===== config.mk =====
export PLATFORM = sky130hd
export DESIGN_NAME = brg_bank
export DESIGN_NICKNAME = d
export VERILOG_FILES = /design/src/rtl/brg_pkg.sv /design/src/rtl/brg_divider.sv /design/src/rtl/brg_encode.sv /design/src/rtl/brg_gen.sv /design/src/rtl/brg_bank.sv
export SDC_FILE = /design/constraint.sdc
export NUM_CORES = 2
export LEC_CHECK = 0
export ABC_AREA = 1
export BUFFER_PORTS_ARGS = -buffer_cell sky130_fd_sc_hd__buf_2
export CORE_UTILIZATION = 65
export CTS_CLUSTER_DIAMETER = 80
export DETAILED_ROUTE_END_ITERATION = 6
export GPL_TIMING_DRIVEN = 1
export PLACE_DENSITY = 0.9
export SLEW_MARGIN = 30
export SYNTH_ARGS = -nofsm -noshare
export SYNTH_HDL_FRONTEND = slang
export SYNTH_HIERARCHICAL = 1
export SYNTH_SLANG_ARGS = --single-unit

===== constraint.sdc =====
create_clock -name clk -period 6.1 [get_ports clk]
set_clock_uncertainty 0.15 [all_clocks]
set_input_delay 1.83 -clock clk [delete_from_list [all_inputs] [get_ports clk]]
set_output_delay 1.83 -clock clk [all_outputs]
set_load 0.005 [all_outputs]

===== src/rtl/brg_pkg.sv =====
package brg_pkg;
   typedef enum logic [1:0] {
      CFG_IDLE = 2'd0,
      CFG_DIV  = 2'd1
   } cfg_state_e;

   localparam int PRE_BIT   = 0;
   localparam int FIELD_LSB = 1;
endpackage


===== src/rtl/brg_divider.sv =====
module brg_divider #(
   parameter int W = 32
) (
   input  logic         clk,
   input  logic         rst_n,
   input  logic         start,
   input  logic [W-1:0] dividend,
   input  logic [W-1:0] divisor,
   output logic         busy,
   output logic         done,
   output logic [W-1:0] quotient
);
   localparam int CW = $clog2(W + 1);

   logic [W-1:0]  rem_q, den_q;
   logic [CW-1:0] step_q;
   logic [W:0]    rem_sh;

   assign rem_sh = {rem_q, quotient[W-1]};

   always_ff @(posedge clk or negedge rst_n) begin
      if (!rst_n) begin
         busy     <= 1'b0;
         done     <= 1'b0;
         rem_q    <= '0;
         den_q    <= '0;
         quotient <= '0;
         step_q   <= '0;
      end else begin
         done <= 1'b0;
         if (start && !busy) begin
            busy     <= 1'b1;
            rem_q    <= '0;
            den_q    <= divisor;
            quotient <= dividend;
            step_q   <= '0;
         end else if (busy) begin
            if (rem_sh >= {1'b0, den_q}) begin
               rem_q    <= W'(rem_sh - {1'b0, den_q});
               quotient <= {quotient[W-2:0], 1'b1};
            end else begin
               rem_q    <= rem_sh[W-1:0];
               quotient <= {quotient[W-2:0], 1'b0};
            end
            step_q <= step_q + 1'b1;
            if (step_q == CW'(W - 1)) begin
               busy <= 1'b0;
               done <= 1'b1;
            end
         end
      end
   end
endmodule


===== src/rtl/brg_encode.sv =====
module brg_encode #(
   parameter int DIV_W    = 32,
   parameter int FIELD_W  = 12,
   parameter int PRE_LOG2 = 4,
   parameter int WORD_W   = 17,
   parameter int EN_BIT   = 16
) (
   input  logic [DIV_W-1:0]  raw,
   input  logic              sel_ok,
   input  logic              prod_zero,
   output logic              err,
   output logic              pre,
   output logic [FIELD_W-1:0] field,
   output logic [WORD_W-1:0] word
);
   import brg_pkg::*;
   localparam logic [DIV_W-1:0] LIM = DIV_W'(1) << FIELD_W;

   logic [DIV_W-1:0] div;

   always_comb begin
      pre = raw > LIM;
      div = pre ? (raw >> PRE_LOG2) : raw;
      if (!pre && div[0] && div > DIV_W'(3))
         div = div + 1'b1;
      err   = !sel_ok || prod_zero || raw == '0 || div > LIM;
      field = FIELD_W'(div - 1'b1);
      word  = '0;
      if (!err) begin
         word[PRE_BIT]                       = pre;
         word[FIELD_LSB +: FIELD_W]          = field;
         word[EN_BIT]                        = 1'b1;
      end
   end
endmodule


===== src/rtl/brg_gen.sv =====
module brg_gen #(
   parameter int FIELD_W  = 12,
   parameter int PRE_LOG2 = 4
) (
   input  logic               clk,
   input  logic               rst_n,
   input  logic               ref_tick,
   input  logic               wr,
   input  logic               wr_pre,
   input  logic [FIELD_W-1:0] wr_field,
   output logic               en,
   output logic               tick
);
   logic               pre_q;
   logic [FIELD_W-1:0] field_q, dcnt_q;
   logic [PRE_LOG2-1:0] pcnt_q;
   logic               pwrap;

   assign pwrap = !pre_q || (&pcnt_q);

   always_ff @(posedge clk or negedge rst_n) begin
      if (!rst_n) begin
         en      <= 1'b0;
         pre_q   <= 1'b0;
         field_q <= '0;
         dcnt_q  <= '0;
         pcnt_q  <= '0;
         tick    <= 1'b0;
      end else if (wr) begin
         en      <= 1'b1;
         pre_q   <= wr_pre;
         field_q <= wr_field;
         dcnt_q  <= '0;
         pcnt_q  <= '0;
         tick    <= 1'b0;
      end else if (!en) begin
         dcnt_q <= '0;
         pcnt_q <= '0;
         tick   <= 1'b0;
      end else begin
         tick <= 1'b0;
         if (ref_tick) begin
            pcnt_q <= pre_q ? pcnt_q + 1'b1 : '0;
            if (pwrap) begin
               if (dcnt_q == field_q) begin
                  dcnt_q <= '0;
                  tick   <= 1'b1;
               end else begin
                  dcnt_q <= dcnt_q + 1'b1;
               end
            end
         end
      end
   end
endmodule


===== src/rtl/brg_bank.sv =====
module brg_bank #(
   parameter int NUM_GEN  = 16,
   parameter int SEL_W    = 5,
   parameter int RATE_W   = 24,
   parameter int MULT_W   = 6,
   parameter int DIV_W    = 32,
   parameter int FIELD_W  = 12,
   parameter int PRE_LOG2 = 4,
   parameter longint CORE_HZ = 100_000_000
) (
   input  logic               clk,
   input  logic               rst_n,
   input  logic               cfg_start,
   input  logic [SEL_W-1:0]   cfg_sel,
   input  logic [RATE_W-1:0]  cfg_rate,
   input  logic [MULT_W-1:0]  cfg_mult,
   output logic               cfg_busy,
   output logic               cfg_done,
   output logic               cfg_err,
   output logic [FIELD_W+4:0] cfg_word,
   output logic [NUM_GEN-1:0] brg_tick
);
   import brg_pkg::*;
   localparam int EN_BIT = FIELD_LSB + FIELD_W + 3;
   localparam int WORD_W = EN_BIT + 1;
   localparam logic [DIV_W-1:0] SRC_HZ = DIV_W'(CORE_HZ / 2);

   if (RATE_W + MULT_W > DIV_W) begin : g_bad_prod
      $error("rate times multiplier does not fit the divider width");
   end
   if ((1 << SEL_W) <= NUM_GEN) begin : g_bad_sel
      $error("select width too small for generator count");
   end
   if (CORE_HZ / 2 >= (longint'(1) << DIV_W)) begin : g_bad_hz
      $error("core frequency does not fit the divider width");
   end

   cfg_state_e         state_q;
   logic [SEL_W-1:0]   sel_q;
   logic               sel_ok_q, prod_zero_q;
   logic [DIV_W-1:0]   prod;
   logic               div_busy, div_done;
   logic [DIV_W-1:0]   raw;
   logic               enc_err, enc_pre;
   logic [FIELD_W-1:0] enc_field;
   logic [WORD_W-1:0]  enc_word;
   logic               ref_tick;
   logic [NUM_GEN-1:0] gen_en;
   logic               accept;

   assign prod   = DIV_W'(cfg_rate) * DIV_W'(cfg_mult);
   assign accept = cfg_start && state_q == CFG_IDLE;
   assign cfg_busy = state_q != CFG_IDLE;

   brg_divider #(.W(DIV_W)) div_i (
      .clk(clk), .rst_n(rst_n), .start(accept),
      .dividend(SRC_HZ), .divisor(prod),
      .busy(div_busy), .done(div_done), .quotient(raw)
   );

   brg_encode #(
      .DIV_W(DIV_W), .FIELD_W(FIELD_W), .PRE_LOG2(PRE_LOG2),
      .WORD_W(WORD_W), .EN_BIT(EN_BIT)
   ) enc_i (
      .raw(raw), .sel_ok(sel_ok_q), .prod_zero(prod_zero_q),
      .err(enc_err), .pre(enc_pre), .field(enc_field), .word(enc_word)
   );

   always_ff @(posedge clk or negedge rst_n) begin
      if (!rst_n) begin
         state_q     <= CFG_IDLE;
         sel_q       <= '0;
         sel_ok_q    <= 1'b0;
         prod_zero_q <= 1'b0;
         cfg_done    <= 1'b0;
         cfg_err     <= 1'b0;
         cfg_word    <= '0;
         ref_tick    <= 1'b0;
      end else begin
         ref_tick <= ~ref_tick;
         cfg_done <= 1'b0;
         if (accept) begin
            state_q     <= CFG_DIV;
            sel_q       <= cfg_sel;
            sel_ok_q    <= cfg_sel >= SEL_W'(1) && cfg_sel <= SEL_W'(NUM_GEN);
            prod_zero_q <= prod == '0;
         end else if (state_q == CFG_DIV && div_done) begin
            state_q  <= CFG_IDLE;
            cfg_done <= 1'b1;
            cfg_err  <= enc_err;
            cfg_word <= enc_word;
         end
      end
   end

   for (genvar g = 0; g < NUM_GEN; g++) begin : g_gen
      logic wr;
      assign wr = state_q == CFG_DIV && div_done && !enc_err &&
                  sel_q == SEL_W'(g + 1);
      brg_gen #(.FIELD_W(FIELD_W), .PRE_LOG2(PRE_LOG2)) gen_i (
         .clk(clk), .rst_n(rst_n), .ref_tick(ref_tick),
         .wr(wr), .wr_pre(enc_pre), .wr_field(enc_field),
         .en(gen_en[g]), .tick(brg_tick[g])
      );
   end

   logic unused_busy;
   assign unused_busy = div_busy;
endmodule


# Word-level counts from Yosys, hierarchy flattened
# Index checks and enable logic that the tools add are counted.
# totals
ff_bits	624
in_bits	38
wordCells	568
# op_classes
n_lt_le_gt_ge	6
n_reduce_logical	101
multipliers	1
n_eq_ne	66
add_sub_neg	36
muxes	246
bitwise_logic	2
# ops
operator	n
12-bit 2-to-1 mux	80
4-bit 2-to-1 mux	64
32-bit 2-to-1 mux	7
12-bit by 1-bit adder with 12-bit output (second input constant)	16
12-bit equality test	16
3-bit by 2-bit inequality test with 1-bit output (second input constant)	32
1-bit 2-to-1 mux	90
4-bit by 1-bit adder with 4-bit output (second input constant)	16
32-bit by 13-bit greater-than comparator with 1-bit output (second input constant)	2
32-bit logical NOT	2
4-bit AND reduction	16
5-bit by 4-bit equality test with 1-bit output (second input constant)	8
2-bit AND reduction	17
33-bit by 30-bit >= comparator with 1-bit output	1
32-bit by 1-bit adder with 32-bit output (second input constant)	1
32-bit by 2-bit greater-than comparator with 1-bit output (second input constant)	1
32-bit by 30-bit subtractor with 32-bit output	1
24-bit by 6-bit multiplier with 30-bit output	1
1-bit logical AND	23
5-bit by 3-bit equality test with 1-bit output (second input constant)	4
1-bit logical NOT	20
1-bit logical OR	19
13-bit 2-to-1 mux	1
6-bit 2-to-1 mux	2
other kinds (13)	18

# Depth between registers and ports, before layout
# depth
ltp_word	12
ltp_mapped	37

# By module
# The synthesis kept the hierarchy.
# by_module_without_submodules
mod	seq_area_each_um2	area_per_inst_um2	cells_per_inst	n_inst
brg_gen (g_gen[0].gen_i ...)	775.7	1706.6	221	15
brg_divider	2602.5	7258.2	1062	1
brg_bank	700.7	6772.7	1100	1
brg_gen (g_gen[8].gen_i)	775.7	1724.2	221	1
brg_encode	0.0	1625.3	347	1

# Worst setup path before layout
# OpenSTA, ideal clock, no wires.
# synth_timing
kind	input to register
from	input port cfg_mult[4]
to	register prod_zero_q
n_path_buf	1
stages	22
required_ns	5.885
t_arrival_ns	5.170
setup_slack_ns	0.715
path_cell_list	clkbuf_1 nand2_1 inv_1 fa_1 fa_1 inv_1 fa_1 inv_1 ha_1 nand2_2 inv_1 a21oi_2 nand2_2 nand2_1 nand3_1 nand2_2 nand2_2 nor2_2 nand3_1 nor2_1 nand2_1 nand2_1
# synth_via
elab_chain_cells	2
# synth_lines
element	line_no	rtl
start, declared	brg_bank.sv:16	input logic [MULT_W-1:0] cfg_mult,
24-bit by 6-bit multiplier with 30-bit output	brg_bank.sv:51	assign prod = DIV_W'(cfg_rate) * DIV_W'(cfg_mult);
32-bit logical NOT	brg_bank.sv:86	prod_zero_q <= prod == '0;
end signal, assigned	brg_bank.sv:74	prod_zero_q <= 1'b0;
end signal, assigned	brg_bank.sv:86	
end, declared	brg_bank.sv:40	logic sel_ok_q, prod_zero_q;
# No other way between the ends.
# A chain may end at the register's enable or synchronous reset.

# Worst setup path in the final report
# layout_timing
from	register div_i.quotient[21]
to	register g_gen[13].gen_i.dcnt_q[6]
# layout_via
elab_chain_cells	12
# layout_lines
element	line_no	rtl
start, declared	brg_divider.sv:11	output logic [W-1:0] quotient
start signal, assigned	brg_divider.sv:35	quotient <= dividend;
start signal, assigned	brg_divider.sv:40	quotient <= {quotient[W-2:0], 1'b1};
start signal, assigned	brg_divider.sv:43	quotient <= {quotient[W-2:0], 1'b0};
32-bit by 13-bit greater-than comparator with 1-bit output (*)	brg_encode.sv:22	pre = raw > LIM;
net enc_pre	brg_bank.sv:44	logic enc_err, enc_pre;
32-bit 2-to-1 mux or 1-bit logical NOT (tied branches)	brg_encode.sv:23, brg_encode.sv:24	
32-bit by 2-bit greater-than comparator with 1-bit output or 1-bit logical AND (tied branches)	brg_encode.sv:24	if (!pre && div[0] && div > DIV_W'(3))
1-bit logical AND	brg_encode.sv:24	
32-bit 2-to-1 mux (*)	brg_encode.sv:24	
32-bit by 13-bit greater-than comparator with 1-bit output (*)	brg_encode.sv:26	err = !sel_ok || prod_zero || raw == '0 || div > LIM;
1-bit logical OR (*)	brg_encode.sv:26	
net enc_err	brg_bank.sv:44	
1-bit logical NOT (*)	-	
1-bit logical AND (*) (2 in series)	brg_bank.sv:98	assign wr = state_q == CFG_DIV && div_done && !enc_err &&
net g_gen[13].wr	brg_bank.sv:97	logic wr;
3-bit by 2-bit inequality test with 1-bit output (no line)	-	
2-bit AND reduction (no line)	-	
end signal, assigned	brg_gen.sv:49	dcnt_q <= dcnt_q + 1'b1;
end, declared	brg_gen.sv:15	logic [FIELD_W-1:0] field_q, dcnt_q;
# The timed path passes the listed nets; every way through them passes the cells marked *.

==> impl_summary.md <==
Run status
The run finished, with violations left. The final reports fail on design-rule violations.

Routing
Once detail routing completed, the nets flagged for antenna violations numbered 0. The via count is about 39000. The ratio of routed vias to standard cells is 5.537. The iteration-0 DRC count of the detailed router is 3544. The length of the first detailed-routing pass in iterations is 7. The count of unresolved DRC violations after routing is 1. After detailed routing, the total wire length is 107900 um. The routed wirelength normalized by instance count is between 15 and 20 um.

GRT
The overall track demand over capacity in global routing is 0.3275. Entering global routing, the biggest net connects 113 pins. The number of antenna violations at the first check in global routing is 0. The first global-routing pass estimated around 180000 um of wire.

The remaining global-route overflow is 0. The via count of the first global-routing pass is ~38000.

Clocking
Clock tree synthesis inserted a total of 69 buffers. For this design, the CTS-stage hold fixing added 0 buffers. The clock net sink count is roughly 630. In this run the clock root is driven by a sky130_fd_sc_hd__clkbuf_16. The source-to-sink clock delay at the later pin of the worst-skew pair is between 0.6 and 0.7 ns.

The longest clock path from root to sink contains 3 buffers. The post-CTS setup repair buffer count is 0. The clock-pin transition on the worst setup and hold timing paths is about 0.060 ns. TritonCTS built the clock tree. The clock tree synthesis step divided the H-tree into 3 levels.

Min path
The type of the worst min-delay path is register to register. The cell count of the worst hold path is 2. For hold timing, the worst endpoint is cfg_word[6]$_DFFE_PN0P_.

The startpoint of the lowest-slack hold path is cfg_word[6]$_DFFE_PN0P_.

Power and ir drop
Power comes to roughly 17 mW. The power per unit of standard cell area is between 300 and 400 mW/mm^2. The analysis attributes to cell leakage a power of around 25 nW.

The maximum vdd drop is approximately 520 uV.

Critical path
In this run the register-to-register setup slack is 0.39 ns. The worst setup path is launched from a register. The depth of the worst register-to-register path is 33. The path type of the worst setup path is register to register. STA classifies the critical path endpoint as a register.

The slowest stage of the critical path belongs to the cell sky130_fd_sc_hd__dfrtp_1. The start of the worst register-to-register path is div_i/quotient[21]$_DFFE_PN0P_. At the worst endpoint, the arrival time is a little over 6 ns.

The maximum fanout along the worst path is 24. The required time of the critical path is 6.44 ns. The endpoint identified for the worst register-to-register timing path is g_gen[13].gen_i/dcnt_q[6]$_DFFE_PN0P_. For this run, the slowest stage of the critical path takes 0.43 ns.

Timing
For the final routed database, the setup TNS stands at 0 ns. The final count of hold timing violations is 0. The number of setup violations in the final report is 0. The total count of max-transition violations in the final report was 0. Measured against its own limit, the worst slew margin works out to 0.2608.

The transition at the pin with the smallest max-transition slack is roughly 1.1 ns. Dividing the final minimum period by the clock period gives 0.9367. Setup repair after global routing left no endpoint under its margin. The final critical-path required period is between 5 and 6 ns.

For this run, the top clock speed supported by timing is 175.0 MHz. Across all hold checks on the routed design, the worst slack comes to between 0.3 and 0.4 ns.

Final layout
The number of nets in the final layout is 6381. In the final layout, the share of cells above drive strength 1 is 0.09837. The antenna diode count is 0. From synthesis to final layout, the design area changed by 8.701%.

The post-layout utilization of the core is 0.7195. The non-filler instance count after layout is between 7000 and 8000.

Die
During I/O placement, the number of pins put on the boundary was 74. The initial utilization of the core area, before any placement, comes to 0.6619. The floorplan has 93 rows. The core outline area is approximately 0.065 sq mm. The die outline area is 0.06716 sq mm. The floorplan die width is ~260 um. In this run the vertical extent of the chip is between 200 and 300 um.

Synthesis
The share of the yosys chip area belonging to registers is 0.3656. The summed instance area of the synthesized netlist is between 0.04 and 0.05 sq mm. The post-synthesis instance total is 6045. Yosys instantiated no cell more often than sky130_fd_sc_hd__nand2_1. The cell type contributing the most total cell area after synthesis is sky130_fd_sc_hd__dfrtp_1. The synthesized flop and latch total is approximately 630. The commonest cells after synthesis are sky130_fd_sc_hd__nand2_1, sky130_fd_sc_hd__inv_1, sky130_fd_sc_hd__dfrtp_1.

Sorting the synthesized cells by area gives the leading types as sky130_fd_sc_hd__dfrtp_1, sky130_fd_sc_hd__nand2_1, sky130_fd_sc_hd__inv_1. The async set-or-reset flop fraction in the synthesized netlist is 1.000. Yosys mapped a number of flops with a built-in enable equal to 0. After synthesis, the mean cell area works out to between 7 and 8 sq um.

The share of synthesized area in the top cell type comes to 0.3656. The Yosys step of the flow raised 6 warnings. Synthesis instantiated 50 different standard cells from the library. The primary flip-flop cell chosen by synthesis mapping is sky130_fd_sc_hd__dfrtp_1.

Placed design
In this run the tool buffered the top-level ports with between 70 and 80 buffer cells. Counting tap cells, the placed design contains a total of around 6900 instances. The HPWL reported at the end of detailed placement is between 70000 and 80000 um. The global placer's final weighted congestion is between 0.9 and 1.

Job
The tool flagged a number of max-cap violations equal to 0.
## timing repair
| action | in CTS | in global routing |
|---|---|---|
| resized for setup | 0 | 1 |
| hold endpoints to repair | 0 | 0 |
| endpoints found under the setup margin | 0 | 2 |
## worst max-delay path, delay by kind of cell (launching register included)
family | cells | cell delay [ns]
compound gates | 1 | 0.05
fa+ha+maj | 1 | 0.17
buf+inv | 4 | 0.64
flops | 1 | 0.43
simple gates | 27 | 4.14
## worst max path at each step
stage	start	end	slack, ns	cells after the start
global placement	cfg_mult[4]	prod_zero_q$_DFFE_PN0P_	0.29	20
CTS	div_i/quotient[16]$_DFFE_PN0P_	g_gen[0].gen_i/dcnt_q[6]$_DFFE_PN0P_	0.43	32
global route	div_i/quotient[16]$_DFFE_PN0P_	g_gen[13].gen_i/dcnt_q[9]$_DFFE_PN0P_	0.003	32
detailed placement	cfg_mult[4]	prod_zero_q$_DFFE_PN0P_	0.22	21
floorplan	cfg_mult[4]	prod_zero_q$_DFFE_PN0P_	0.71	22
finish	div_i/quotient[21]$_DFFE_PN0P_	g_gen[13].gen_i/dcnt_q[6]$_DFFE_PN0P_	0.39	33
## per-stage QoR
stage / cell area (sq um) / setup slack (ns)
6_report: 46720 / 0.3861
5_1_grt: 46720 / 0.002534
4_1_cts: 46720 / 0.4265
3_5_place_dp: 44260 / 0.2164
3_3_place_gp: 44260 / 0.2914
2_1_floorplan: 43110 / 0.7148
## area by class of cell
class                   instances  area, sq um
clock inverters                23        341.6
clock buffers                 102         2112
repair buffers                117        768.2
multi-input cells            4313        22890
inverters                    1018         3821
fillers                      4874        18210
well taps                     855         1070
flip-flops and latches        628        15720
## where the power goes
part | switching [mW] | internal [mW]
Clock | 1.77 | 2.67
Combinational | 5.57 | 2.06
Sequential | 0.288 | 4.52
## cells in the final DEF (no fill, tap or decap), types with 42 or more instances in the layout
master | Yosys | routed
sky130_fd_sc_hd__xor2_1 | 44 | 42
sky130_fd_sc_hd__ha_1 | 106 | 106
sky130_fd_sc_hd__xnor2_1 | 94 | 94
sky130_fd_sc_hd__nand2_1 | 2209 | 2209
sky130_fd_sc_hd__o21ai_0 | 256 | 256
sky130_fd_sc_hd__a21oi_2 | 51 | 51
sky130_fd_sc_hd__nand2_2 | 84 | 84
sky130_fd_sc_hd__nand3_1 | 404 | 404
sky130_fd_sc_hd__nor2_2 | 50 | 51
sky130_fd_sc_hd__buf_2 | 25 | 72
sky130_fd_sc_hd__fa_1 | 90 | 90
sky130_fd_sc_hd__nor2_1 | 318 | 316
sky130_fd_sc_hd__o21ai_1 | 59 | 59
sky130_fd_sc_hd__clkbuf_16 | 0 | 70
sky130_fd_sc_hd__inv_1 | 991 | 986
sky130_fd_sc_hd__a21oi_1 | 146 | 146
sky130_fd_sc_hd__nand4_1 | 64 | 64
sky130_fd_sc_hd__dfrtp_1 | 628 | 626
## kinds of logic after synthesis
kind of cell,Yosys count,share of synthesized area
compound gates,598,0.08035
xor+xnor,138,0.02812
fa+ha+maj,196,0.07278
buf+inv,1138,0.1056
flops,628,0.3656
mux,1,0.0002329
other cells,3,0.0002620
simple gates,3343,0.3470
## metal layers
| layer | share of wire | GRT usage |
|---|---|---|
| met3 | 0.067 | 0.04950 |
| met5 | 0 | 0 |
| met4 | 0.039 | 0.1327 |
| met1 | 0.41 | 0.4174 |
| met2 | 0.48 | 0.5590 |
## state kept, by name (all words and copies together), names as in the netlist, 5 cells and up
signal	cells
cfg_word	17
div_i/den_q	32
div_i/quotient	32
div_i/rem_q	32
div_i/step_q	6
g_gen.gen_i/dcnt_q	192
g_gen.gen_i/en	16
g_gen.gen_i/field_q	192
g_gen.gen_i/pcnt_q	64
g_gen.gen_i/pre_q	16
g_gen.gen_i/tick	16
sel_q	5
No activity file was read; power rests on OpenSTA's default activity.
